--- src/rtl/pgu_pkg.sv ---
package pgu_pkg;

    localparam int NUM_EDGE_IN = 3;

    typedef enum logic [3:0] {
        GATE_FREE          = 4'd0,
        GATE_BURST         = 4'd1,
        GATE_BURST_THEN_EV = 4'd2,
        GATE_EDGE_A        = 4'd3,
        GATE_EDGE_B        = 4'd4,
        GATE_EDGE_C        = 4'd5,
        GATE_EDGE_A_THEN   = 4'd6,
        GATE_EDGE_B_THEN   = 4'd7,
        GATE_EDGE_C_THEN   = 4'd8
    } gate_mode_e;

    typedef struct packed {
        logic [3:0] gate;
        logic       preload_en;
        logic [1:0] dac_sel;
        logic       master_en;
        logic       rst_en;
        logic       rep_en;
    } cfg_t;

    function automatic logic gate_reserved(input logic [3:0] m);
        return m > GATE_EDGE_C_THEN;
    endfunction

    function automatic logic [1:0] edge_index(input logic [3:0] m);
        logic [3:0] d;
        if (m >= GATE_EDGE_A_THEN) d = m - 4'(GATE_EDGE_A_THEN);
        else                       d = m - 4'(GATE_EDGE_A);
        return d[1:0];
    endfunction

    function automatic logic [NUM_EDGE_IN-1:0] dac_decode(input logic [1:0] sel);
        logic [NUM_EDGE_IN-1:0] r;
        r = '0;
        if (sel != 2'b00) r[sel - 2'd1] = 1'b1;
        return r;
    endfunction

endpackage

--- src/rtl/pgu_edge_detect.sv ---
module pgu_edge_detect #(
    parameter int WIDTH = 3
) (
    input  logic             clk,
    input  logic             rst,
    input  logic [WIDTH-1:0] din,
    output logic [WIDTH-1:0] rise
);
    logic [WIDTH-1:0] din_q;

    always_ff @(posedge clk) begin
        if (rst) din_q <= '0;
        else     din_q <= din;
    end

    assign rise = din & ~din_q;
endmodule

--- src/rtl/pgu_event_merge.sv ---
module pgu_event_merge #(
    parameter int NUM_PEERS = 6,
    parameter int SELF_IDX  = 0
) (
    input  logic                 master_en,
    input  logic                 master_upd,
    input  logic [NUM_PEERS-1:0] peer_en,
    input  logic [NUM_PEERS-1:0] peer_upd,
    input  logic                 rst_en,
    input  logic                 own_rst_evt,
    input  logic                 rep_en,
    input  logic                 own_rep_evt,
    output logic                 evt_any
);
    logic [NUM_PEERS-1:0] peer_mask;
    logic [NUM_PEERS-1:0] peer_hit;

    for (genvar i = 0; i < NUM_PEERS; i++) begin : g_peer
        if (i == SELF_IDX) begin : g_self
            assign peer_mask[i] = 1'b0;
        end else begin : g_other
            assign peer_mask[i] = 1'b1;
        end
    end

    assign peer_hit = peer_en & peer_upd & peer_mask;

    assign evt_any = (master_en & master_upd)
                   | (|peer_hit)
                   | (rst_en & own_rst_evt)
                   | (rep_en & own_rep_evt);
endmodule

--- src/rtl/pgu_gate_ctrl.sv ---
module pgu_gate_ctrl
    import pgu_pkg::*;
(
    input  logic                   clk,
    input  logic                   rst,
    input  logic [3:0]             gate_mode,
    input  logic                   evt_any,
    input  logic                   burst_done,
    input  logic [NUM_EDGE_IN-1:0] rise,
    output logic                   do_xfer
);
    logic [3:0] mode_q;
    logic       pending_q;
    logic       pending_d;
    logic       arm;
    logic       changed;
    logic       sel_rise;

    assign changed  = (gate_mode != mode_q);
    assign sel_rise = rise[edge_index(gate_mode)];

    always_comb begin
        do_xfer = 1'b0;
        arm     = 1'b0;
        if (!gate_reserved(gate_mode)) begin
            case (gate_mode)
                GATE_FREE:          do_xfer = evt_any;
                GATE_BURST:         do_xfer = evt_any | burst_done;
                GATE_BURST_THEN_EV: begin
                    do_xfer = evt_any & pending_q & ~changed;
                    arm     = burst_done;
                end
                GATE_EDGE_A, GATE_EDGE_B, GATE_EDGE_C:
                    do_xfer = evt_any | sel_rise;
                default: begin
                    do_xfer = evt_any & pending_q & ~changed;
                    arm     = sel_rise;
                end
            endcase
        end
    end

    always_comb begin
        if (changed) pending_d = 1'b0;
        else         pending_d = (pending_q & ~do_xfer) | arm;
    end

    always_ff @(posedge clk) begin
        if (rst) begin
            mode_q    <= '0;
            pending_q <= 1'b0;
        end else begin
            mode_q    <= gate_mode;
            pending_q <= pending_d;
        end
    end
endmodule

--- src/rtl/pgu_reg_bank.sv ---
module pgu_reg_bank #(
    parameter int DATA_W   = 16,
    parameter int NUM_REGS = 4,
    localparam int ADDR_W  = $clog2(NUM_REGS)
) (
    input  logic                       clk,
    input  logic                       rst,
    input  logic                       wr_en,
    input  logic [ADDR_W-1:0]          wr_addr,
    input  logic [DATA_W-1:0]          wr_data,
    input  logic                       preload_en,
    input  logic                       do_xfer,
    output logic [NUM_REGS*DATA_W-1:0] active_flat,
    output logic [NUM_REGS*DATA_W-1:0] preload_flat
);
    for (genvar i = 0; i < NUM_REGS; i++) begin : g_slot
        logic [DATA_W-1:0] pre_q;
        logic [DATA_W-1:0] act_q;
        logic [DATA_W-1:0] pre_nx;
        logic              hit;

        assign hit = wr_en && (wr_addr == ADDR_W'(i));

        always_comb begin
            if (hit && preload_en) pre_nx = wr_data;
            else                   pre_nx = pre_q;
        end

        always_ff @(posedge clk) begin
            if (rst) begin
                pre_q <= '0;
                act_q <= '0;
            end else begin
                pre_q <= pre_nx;
                if (hit && !preload_en) act_q <= wr_data;
                else if (do_xfer)       act_q <= pre_nx;
            end
        end

        assign active_flat[i*DATA_W +: DATA_W]  = act_q;
        assign preload_flat[i*DATA_W +: DATA_W] = pre_q;
    end
endmodule

--- src/rtl/preload_gate_ctrl.sv ---
module preload_gate_ctrl
    import pgu_pkg::*;
#(
    parameter int DATA_W    = 16,
    parameter int NUM_REGS  = 4,
    parameter int NUM_PEERS = 6,
    parameter int SELF_IDX  = 0,
    localparam int ADDR_W   = $clog2(NUM_REGS)
) (
    input  logic                       clk,
    input  logic                       rst,
    input  logic                       cfg_wr,
    input  logic [3:0]                 cfg_gate_in,
    input  logic                       cfg_preload_in,
    input  logic [1:0]                 cfg_dac_in,
    input  logic                       cfg_master_en_in,
    input  logic [NUM_PEERS-1:0]       cfg_peer_en_in,
    input  logic                       cfg_rst_en_in,
    input  logic                       cfg_rep_en_in,
    input  logic                       master_upd,
    input  logic [NUM_PEERS-1:0]       peer_upd,
    input  logic                       own_rst_evt,
    input  logic                       own_rep_evt,
    input  logic                       burst_done,
    input  logic [NUM_EDGE_IN-1:0]     upd_en_in,
    input  logic                       wr_en,
    input  logic [ADDR_W-1:0]          wr_addr,
    input  logic [DATA_W-1:0]          wr_data,
    output logic [3:0]                 gate_mode,
    output logic [NUM_REGS*DATA_W-1:0] active_flat,
    output logic [NUM_REGS*DATA_W-1:0] preload_flat,
    output logic                       xfer_pulse,
    output logic [NUM_EDGE_IN-1:0]     dac_trg
);
    cfg_t                   cfg_q;
    logic [NUM_PEERS-1:0]   peer_en_q;
    logic [NUM_EDGE_IN-1:0] rise;
    logic                   evt_any;
    logic                   do_xfer;
    logic                   preload_en_w;
    logic                   xfer_q;
    logic [NUM_EDGE_IN-1:0] dac_q;

    always_ff @(posedge clk) begin
        if (rst) begin
            cfg_q     <= '0;
            peer_en_q <= '0;
        end else if (cfg_wr) begin
            cfg_q.preload_en <= cfg_preload_in;
            cfg_q.dac_sel    <= cfg_dac_in;
            cfg_q.master_en  <= cfg_master_en_in;
            cfg_q.rst_en     <= cfg_rst_en_in;
            cfg_q.rep_en     <= cfg_rep_en_in;
            peer_en_q        <= cfg_peer_en_in;
            if (cfg_q.gate == 4'd0 || cfg_gate_in == 4'd0)
                cfg_q.gate <= cfg_gate_in;
        end
    end

    assign gate_mode    = cfg_q.gate;
    assign preload_en_w = cfg_q.preload_en;

    pgu_edge_detect #(.WIDTH(NUM_EDGE_IN)) u_edge (
        .clk  (clk),
        .rst  (rst),
        .din  (upd_en_in),
        .rise (rise)
    );

    pgu_event_merge #(.NUM_PEERS(NUM_PEERS), .SELF_IDX(SELF_IDX)) u_evt (
        .master_en   (cfg_q.master_en),
        .master_upd  (master_upd),
        .peer_en     (peer_en_q),
        .peer_upd    (peer_upd),
        .rst_en      (cfg_q.rst_en),
        .own_rst_evt (own_rst_evt),
        .rep_en      (cfg_q.rep_en),
        .own_rep_evt (own_rep_evt),
        .evt_any     (evt_any)
    );

    pgu_gate_ctrl u_gate (
        .clk        (clk),
        .rst        (rst),
        .gate_mode  (cfg_q.gate),
        .evt_any    (evt_any),
        .burst_done (burst_done),
        .rise       (rise),
        .do_xfer    (do_xfer)
    );

    pgu_reg_bank #(.DATA_W(DATA_W), .NUM_REGS(NUM_REGS)) u_bank (
        .clk          (clk),
        .rst          (rst),
        .wr_en        (wr_en),
        .wr_addr      (wr_addr),
        .wr_data      (wr_data),
        .preload_en   (preload_en_w),
        .do_xfer      (do_xfer),
        .active_flat  (active_flat),
        .preload_flat (preload_flat)
    );

    always_ff @(posedge clk) begin
        if (rst) begin
            xfer_q <= 1'b0;
            dac_q  <= '0;
        end else begin
            xfer_q <= do_xfer;
            dac_q  <= do_xfer ? dac_decode(cfg_q.dac_sel) : '0;
        end
    end

    assign xfer_pulse = xfer_q;
    assign dac_trg    = dac_q;
endmodule

--- config.mk ---
export PLATFORM = sky130hd
export DESIGN_NAME = preload_gate_ctrl
export DESIGN_NICKNAME = d
export VERILOG_FILES = /design/src/rtl/pgu_pkg.sv /design/src/rtl/pgu_edge_detect.sv /design/src/rtl/pgu_event_merge.sv /design/src/rtl/pgu_gate_ctrl.sv /design/src/rtl/pgu_reg_bank.sv /design/src/rtl/preload_gate_ctrl.sv
export SDC_FILE = /design/constraint.sdc
export NUM_CORES = 1
export LEC_CHECK = 0
export BUFFER_PORTS_ARGS = -buffer_cell sky130_fd_sc_hd__buf_2
export CAP_MARGIN = 10
export CORE_ASPECT_RATIO = 1.1
export CORE_UTILIZATION = 44
export CTS_BUF_LIST = sky130_fd_sc_hd__clkbuf_8
export DETAILED_ROUTE_END_ITERATION = 12
export PLACE_DENSITY = 0.73
export SLEW_MARGIN = 20
export SYNTH_ARGS = -nofsm -noshare
export SYNTH_HDL_FRONTEND = slang
export SYNTH_HIERARCHICAL = 1
export SYNTH_SLANG_ARGS = --single-unit
--- constraint.sdc ---
create_clock -name clk -period 2.8 [get_ports clk]
set_input_delay 0.84 -clock clk [delete_from_list [all_inputs] [get_ports clk]]
set_output_delay 0.84 -clock clk [all_outputs]
set_load 0.1 [all_outputs]
**After elaboration in Yosys (flattened, before gate mapping)**

Index checks and enable logic that the tools add are counted.

- Register bits after elaboration: 156
- Input bits: 51

- $add $sub $neg: 3
- Order comparisons: 5
- Eq/ne operators: 9
- Multiplexer cells: 21
- Bitwise operators: 18
- Reductions and logical operators: 29

Operators with widths:

| cell | number |
|---|---|
| 2-to-1 mux 16 bit | 12 |
| logical AND 1 bit | 13 |
| nonzero test 2 bit | 5 |
| OR reduction 5 bit | 2 |
| == test 4 x 2 -> 1 bit, second input constant | 2 |
| == test 4 x 3 -> 1 bit, second input constant | 2 |
| logical NOT 4 bit | 2 |
| AND 1 bit | 6 |
| AND 6 bit | 1 |
| less-than comparator 2 x 3 -> 1 bit, second input constant | 2 |
| OR 1 bit | 6 |
| OR reduction 3 bit | 2 |
| == test 2 bit, second input constant | 2 |
| == test 4 x 1 -> 1 bit, second input constant | 1 |
| >= comparator 4 x 3 -> 1 bit, second input constant | 1 |
| greater-than comparator 4 bit, second input constant | 1 |
| 2-to-1 mux 1 bit | 4 |
| != test 4 bit | 1 |
| subtractor 2 bit, second input constant | 2 |
| AND 3 bit | 1 |
| NOT 1 bit | 3 |
| NOT 3 bit | 1 |
| one-hot mux 1 bit (3 select lines) | 1 |
| binary-select mux 1 bit (select 2 bit) | 1 |
| other kinds (11) | 11 |

**Logic depth before layout (Yosys ltp)**

Gate-level depths: netlist of the first run.

- Depth in word-level cells: 12
- Gate-level depth with buffers: 12
- Mapped depth without buffers: 10

**Hierarchy**

Netlist of the first run, hierarchy kept.

By module, submodules not included:

| module | times used | cells an instance | area an instance (µm²) | seq. area each (µm²) |
|---|---|---|---|---|
| pgu_reg_bank | 1 | 686 | 5,451.5 | 2,562.5 |
| preload_gate_ctrl | 1 | 64 | 713.2 | 400.4 |
| pgu_gate_ctrl | 1 | 54 | 454.2 | 100.1 |
| pgu_edge_detect | 1 | 9 | 105.1 | 60.1 |
| pgu_event_merge | 1 | 5 | 36.3 | 0.0 |

**Least setup slack after synthesis of the first run**

Ideal clock, no wire load.

- Path type: register to register
- Start point: register cfg_q, in the netlist gate_mode[1]
- End point: register u_bank.g_slot[2].act_q[14]
- Library setup time: 88 ps
- Arrival: 2,870 ps
- Required time: 2,712 ps
- Setup slack: -158 ps
- Stages on the path, launching flop included: 13
- Buffers on the path: 3
- Path through: dfxtp_1 -> inv_1 -> ha_1 -> a211o_2 -> a21bo_2 -> a21oi_1 -> o21a_1 -> or2_1 -> clkbuf_1 -> clkbuf_1 -> clkbuf_1 -> nor3_1 -> a311oi_2

- Longest elaborated chain between the ends: 8
- Elaborated cells on any way between the ends: 20

RTL lines:

| what | line | RTL |
|---|---|---|
| from (decl) | preload_gate_ctrl.sv:35 | `cfg_t cfg_q;` |
| >= comparator 4 x 3 -> 1 bit, or another cell as far along | pgu_pkg.sv:32 | `if (m >= GATE_EDGE_A_THEN) d = m - 4'(GATE_EDGE_A_THEN);` |
| 2-to-1 mux 2 bit | pgu_pkg.sv:32 |  |
| binary-select mux 1 bit (select 2 bit) | pgu_gate_ctrl.sv:20 | `assign sel_rise = rise[edge_index(gate_mode)];` |
| 2-to-1 mux 1 bit (implied by the code) | pgu_gate_ctrl.sv:20 |  |
| OR 1 bit | pgu_gate_ctrl.sv:34 | `do_xfer = evt_any \| sel_rise;` |
| one-hot mux 1 bit (3 select lines) | pgu_gate_ctrl.sv:26 | `case (gate_mode)` |
| 2-to-1 mux 1 bit * | pgu_gate_ctrl.sv:25 | `if (!gate_reserved(gate_mode)) begin` |
| named net do_xfer | preload_gate_ctrl.sv:39 | `logic do_xfer;` |
| nonzero test 2 bit (no source line) * | -- |  |
| to (signal assigned) | pgu_reg_bank.sv:35 | `if (hit && !preload_en) act_q <= wr_data;` |
| to (signal assigned) | pgu_reg_bank.sv:36 | `else if (do_xfer) act_q <= pre_nx;` |
| to (decl) | pgu_reg_bank.sv:18 | `logic [DATA_W-1:0] act_q;` |

The timed path passes the listed nets; every way through them passes the cells marked *. The select of a mux whose other input is x is not followed.
A chain may end at the register's enable or synchronous reset.

**Worst setup path in the final report of the first run**

- Start point: register cfg_q, in the netlist gate_mode[1]
- End point: register u_bank.g_slot[2].act_q[9]

The elaborated chain is that of the path after synthesis.

==> out/metrics.cfg, run 1 <==
[floorplanning]
chipWidth_um=120
die_height_um=132
coreArea_sq_mm=0.0150
initial_core_util_pct=44.9
num_rows=47
dieArea_sq_mm=0.0158
ios=187

[timing]
setup_violations=0
period_needed_ps=2630
finalSetupTns_ps=0
final.setup_skew_ps=18.2
finalMaxSlewViolations=0
timing.fmax_mhz=381
slack_of_the_critical_path_ps=174
tightest_slew_ps=689
period_share_pct=93.8
hold_viol=0
slew-limit-headroom_pct=53.9
rsz_0062_raised_after_global_routing=no

[worst_setup_path]
critPathKind=reg2reg
critPathMaxFanout=17
sequence_of_cells_on_the_critical_path=inv_1, ha_1, a211o_2, a21bo_2, a21oi_1, o21a_1, or2_4, buf_4, nor3_1, a311oi_1
crit_path_max_incr_delay_ps=410
cp_num_buf_inv=2
critical-path-slowest-cell=sky130_fd_sc_hd__dfxtp_2
ff2ff_path_depth=10
regToRegSetupSlack_ps=170
path_delay_family=compound AO/OA/AOI/OAI gates
crit_path_start=gate_mode[1]$_SDFFE_PP0P_
rr_startpoint=gate_mode[1]$_SDFFE_PP0P_
crit-reg2reg-capture=u_bank/g_slot[2].act_q[9]$_SDFFE_PP0P_
crit_path_start_kind=register
timing.critical_path.to_type=register
data_required_time_at_the_worst_endpoint_ps=3150
arrival_ps=2970

[worst_hold_path]
worst_hold_path_type=reg2reg
hold_path_end=dac_trg[1]$_SDFF_PP0_
hp-start=cfg_q[4]$_SDFFE_PP0P_
hold-path-cell-count=2

[clock_network]
clock_sink_count=155
clk_pin_slew_ps=80
cts-buffers-inserted=17
cts_tree=built
clock_tree.root_cell=sky130_fd_sc_hd__clkbuf_8
cts.htree.levels=4
cts_post_setup_buffers_inserted=0
insertion_delay_ps=460
clockBufferDepth=2

[power_and_ir_drop]
cellLeakagePower_nw=3.22
power-per-cell-area_mw_per_mm2=878
vdd.ir_drop.worst_uv=423

[synthesis]
syn-num-nets=870
synthesis.area_per_instance_sq_um=8.25
syn_area_sq_mm=0.00673
yosysWarningCount=6
synthesis.instances=815

[global_route]
grt_util_overall_pct=24.0
antenna_violations_before_repair=0
maximum_number_of_pins_on_one_net_before_global_route_repair=133
globalRouteOverflowTotal=0
grt_pass1_wl_um=29200
grt_pass1_vias=5505

[placement]
gp_congestion=0.839
port_buffers=184
detailed_place.area_sq_mm=0.00762
place_inst=1125
post-dp-hpwl_um=12800
pre_cts_worst_setup_slack_ps=-119

[routing]
drt_drc_violations_left=0
drt_iter0_drc=405
drt_wl_total_um=19200
drt-wirelength-per-cell_um=16.6
route.antenna.remaining_nets=0
viasPerCell=5.40
via_count=6237
drtPass1Iterations=5

[layout]
antenna_cells=0
finalInstanceArea_sq_mm=0.00802
total_number_of_nets_in_the_final_design=1003
p_r_area_growth_vs_syn_pct=19.2
layout-drive-gt1-share_pct=27.8
finish.cell_count_without_fillers=1155
nFillCells=1500

[flow_run]
maxCapViolations=0

[outcome]
status=finished, final reports clean

layout make-up:
class | count | area [sq um] | area share [%]
multi-input combinational | 562 | 3140 | 39.1
tap | 196 | 245 | 3.06
sequential | 155 | 3100 | 38.7
clock inverter | 9 | 98.8 | 1.23
inverter | 4 | 15.0 | 0.187
timing repair buffer | 208 | 1130 | 14.1
clock buffer | 21 | 289 | 3.60
sequential cells by signal (all words and copies together) (netlist names):
| name | count |
|---|---|
| cfg_q | 5 |
| dac_trg | 3 |
| gate_mode | 4 |
| peer_en_q | 5 |
| preload_en_w | 1 |
| u_bank/g_slot.act_q | 64 |
| u_bank/g_slot.pre_q | 64 |
| u_edge/din_q | 3 |
| u_gate/mode_q | 4 |
| u_gate/pending_q | 1 |
| xfer_pulse | 1 |
layout by cell type, fill, tap and decap left out, types with 3 or more instances in the layout:
master	count
sky130_fd_sc_hd__nand3_1	4
sky130_fd_sc_hd__a311oi_1	52
sky130_fd_sc_hd__nor2b_2	3
sky130_fd_sc_hd__nor2b_1	5
sky130_fd_sc_hd__xnor2_1	4
sky130_fd_sc_hd__clkbuf_8	21
sky130_fd_sc_hd__buf_2	183
sky130_fd_sc_hd__and4b_1	4
sky130_fd_sc_hd__ha_1	4
sky130_fd_sc_hd__nand2_1	256
sky130_fd_sc_hd__nor2_1	20
sky130_fd_sc_hd__nand4_1	4
sky130_fd_sc_hd__mux2i_1	11
sky130_fd_sc_hd__inv_1	7
sky130_fd_sc_hd__and3b_1	3
sky130_fd_sc_hd__buf_4	22
sky130_fd_sc_hd__a22oi_1	4
sky130_fd_sc_hd__a21oi_1	66
sky130_fd_sc_hd__or2_4	3
sky130_fd_sc_hd__dfxtp_1	154
sky130_fd_sc_hd__a311oi_2	11
sky130_fd_sc_hd__nor3_1	63
sky130_fd_sc_hd__a22o_1	4
worst max path at each step:
stage / endpoint / slack [ps] / depth (start not counted)
2_1_floorplan: u_bank/g_slot[2].act_q[14]$_SDFFE_PP0P_ / 40 / 12
3_3_place_gp: u_bank/g_slot[2].act_q[7]$_SDFFE_PP0P_ / -50 / 7
3_5_place_dp: u_bank/g_slot[2].act_q[9]$_SDFFE_PP0P_ / -120 / 7
4_1_cts: u_bank/g_slot[2].act_q[9]$_SDFFE_PP0P_ / 20 / 9
5_1_grt: u_bank/g_slot[2].act_q[9]$_SDFFE_PP0P_ / 1 / 10
6_report: u_bank/g_slot[2].act_q[9]$_SDFFE_PP0P_ / 170 / 10
timing repair:
item / in CTS / in global routing
pin swaps: 0 / 0
hold buffers: 0 / 0
resized for setup: 1 / 4
endpoints found under the setup margin: 1 / 63
power by group:
group	switching, mW	internal [mW]
logic	2.23	0.571
registers	0.147	2.44
clock network	0.790	0.867
metrics by stage:
step	power [mW]	hold WS (ps)	util (%)
3_5_place_dp	5.42	442	50.8
5_1_grt	7.30	487	53.5
6_report	7.04	447	53.5
4_1_cts	7.06	452	53.4
2_1_floorplan	4.96	416	-
3_3_place_gp	5.39	441	50.8
routing by layer:
layer  track usage (%)  up-vias  share of wire (%)
met5                 0        -                  0
met4              12.3        0                3.5
met3              5.12       38                7.3
met2              36.1      284                 46
met1              32.1     2844                 43
li1                  -     3071                  -
tightest hold or removal path, stage by stage (launching register included):
cell,delay (ps)
sky130_fd_sc_hd__dfxtp_1,320
sky130_fd_sc_hd__nand2_1,60
sky130_fd_sc_hd__nor2_1,30
Power figures use the tool's default switching activity.
==> run 2, diff against run 1 <==
--- a/config.mk
+++ b/config.mk
@@ -8,10 +8,10 @@
 export BUFFER_PORTS_ARGS = -buffer_cell sky130_fd_sc_hd__buf_2
 export CAP_MARGIN = 10
 export CORE_ASPECT_RATIO = 1.1
-export CORE_UTILIZATION = 44
+export CORE_UTILIZATION = 49
 export CTS_BUF_LIST = sky130_fd_sc_hd__clkbuf_8
 export DETAILED_ROUTE_END_ITERATION = 12
-export PLACE_DENSITY = 0.73
+export PLACE_DENSITY = 0.8
 export SLEW_MARGIN = 20
 export SYNTH_ARGS = -nofsm -noshare
 export SYNTH_HDL_FRONTEND = slang
==> run 2 against run 1 <==
Compared with the run above: final area down 0.36%; cell count fell by 1.1%; setup slack got worse by 42 ps; count of clock-buffer cells in the layout fell by 1; clock power barely moved; core utilization is 6.5 points higher; combinational power is essentially flat; critical path type unchanged; critical endpoint is now u_bank/g_slot[2].act_q[13]$_SDFFE_PP0P_.
==> out/metrics.cfg, run 2 (synthesized netlist as in run 1, its figures left out) <==
[timing]
final.setup_skew_ps=11.4
setup_violations=0
slew-limit-headroom_pct=46.5
rsz_0062_raised_after_global_routing=no
tightest_slew_ps=803
finalMaxSlewViolations=0
finalSetupTns_ps=0
hold_ws_ps=452
hold_viol=0
period_share_pct=95.3
period_needed_ps=2670
slack_of_the_critical_path_ps=132
timing.fmax_mhz=375

[layout]
total_number_of_nets_in_the_final_design=1003
ff_latch_area_sq_mm=0.00310
layout-drive-gt1-share_pct=28.1
final_common_cell=sky130_fd_sc_hd__nand2_1
area_occupied_by_multi_input_gates_sq_mm=0.00314
antenna_cells=0
finish.cell_count_without_fillers=1142
final_cell_mix=sky130_fd_sc_hd__nand2_1, sky130_fd_sc_hd__buf_2, sky130_fd_sc_hd__dfxtp_1, sky130_fd_sc_hd__a21oi_1, sky130_fd_sc_hd__nor3_1
p_r_area_growth_vs_syn_pct=18.8
reg.largest.list=u_bank/g_slot.act_q: 64 flops, u_bank/g_slot.pre_q: 64 flops
nFillCells=1259

[global_route]
grtUsageMet2_pct=42.4
top_usage_layer=met2
antenna_violations_before_repair=0
maximum_number_of_pins_on_one_net_before_global_route_repair=73
globalRouteOverflowTotal=0
grt_pass1_wl_um=29800
gr-usage-met3_pct=6.18
grt_pass1_vias=5705
grt_util_overall_pct=27.1
grt_use_met1_pct=35.1

[power_and_ir_drop]
vdd.ir_drop.worst_uv=475
cellLeakagePower_nw=3.20
power-per-cell-area_mw_per_mm2=881

[clock_network]
cts_tree=built
cts.htree.levels=4
clock_tree.root_cell=sky130_fd_sc_hd__clkbuf_8
clock_sink_count=155
cts-buffers-inserted=17
clockBufferDepth=2
cts_post_setup_buffers_inserted=0
insertion_delay_ps=450
clk_pin_slew_ps=80
hold_buffers=0

[worst_setup_path]
timing.critical_path.to_type=register
path_delay_family=compound AO/OA/AOI/OAI gates
critical-path-slowest-cell=sky130_fd_sc_hd__dfxtp_2
data_required_time_at_the_worst_endpoint_ps=3140
sequence_of_cells_on_the_critical_path=inv_1, ha_1, a211o_2, a21bo_2, a21oi_1, o21a_1, or2_4, buf_4, buf_4, nor3_1, a311oi_1
critPathMaxFanout=13
arrival_ps=3010
cp_num_buf_inv=3
critPathKind=reg2reg
crit_path_start_kind=register
crit_top_cell=sky130_fd_sc_hd__buf_4
crit_path_max_incr_delay_ps=390

[routing]
viasPerCell=5.55
drt-wirelength-per-cell_um=16.9
drtPass1Iterations=5
route.antenna.remaining_nets=0
via_count=6334
drt_wl_total_um=19300
drt_drc_violations_left=0
drt_iter0_drc=512

[placement]
pre_cts_worst_setup_slack_ps=2.09
gp_congestion=0.894
port_buffers=184
post-dp-hpwl_um=12600
place_inst=1113

[outcome]
status=finished, final reports clean

[floorplanning]
coreArea_sq_mm=0.0133
ios=187
initial_core_util_pct=50.5
dieArea_sq_mm=0.0142
num_rows=44
die_height_um=125
chipWidth_um=114

[worst_hold_path]
worst_hold_path_type=reg2reg

[flow_run]
maxCapViolations=0

## run 2: path summary, 6_finish.rpt
| path | from | end | slack [ps] | cells after the start |
|---|---|---|---|---|
| min reg2reg | cfg_q[4]$_SDFFE_PP0P_ | dac_trg[1]$_SDFF_PP0_ | 450 | 2 |
| max reg2reg | gate_mode[1]$_SDFFE_PP0P_ | u_bank/g_slot[2].act_q[13]$_SDFFE_PP0P_ | 130 | 11 |
| min | cfg_q[4]$_SDFFE_PP0P_ | dac_trg[1]$_SDFF_PP0_ | 450 | 2 |
| max | gate_mode[1]$_SDFFE_PP0P_ | u_bank/g_slot[2].act_q[13]$_SDFFE_PP0P_ | 130 | 11 |
## run 2: report_power, final
group,switching (mW),internal [mW],total (mW)
registers,0.146,2.44,2.59
logic,2.24,0.588,2.83
clock network,0.794,0.838,1.63
total,3.18,3.86,7.04
## run 2: worst min-delay path, delay by kind of cell (launching register included)
family / cells / cell delay [ps]
flip-flops: 1 / 330
AND/OR/NAND/NOR: 2 / 90
## run 2: through the flow
step | cell area, sq um | power (mW) | utilization, %
4_1_cts | 7980 | 7.05 | 59.9
3_5_place_dp | 7610 | 5.44 | 57.1
5_1_grt | 7990 | 7.31 | 60.0
6_report | 7990 | 7.04 | 60.0
2_1_floorplan | 6730 | 4.96 | -
3_3_place_gp | 7610 | 5.41 | 57.1
## run 2: final cells by class
| type | instances | area share [%] |
|---|---|---|
| clock inverter | 9 | 1.24 |
| inverter | 4 | 0.188 |
| sequential | 155 | 38.8 |
| multi-input combinational | 562 | 39.2 |
| tap | 184 | 2.88 |
| timing repair buffer | 208 | 14.2 |
| clock buffer | 20 | 3.44 |
## run 2: routing by layer
metal | up-vias | share of wire [%]
met5 | - | 0
met4 | 0 | 3.4
met3 | 40 | 6.8
met2 | 278 | 48
met1 | 2946 | 42
li1 | 3070 | -
## run 2: what timing repair did
action,in CTS,in global routing
pin swaps,0,2
resized for setup,1,3
gates cloned,0,0
endpoints found under the setup margin,1,35
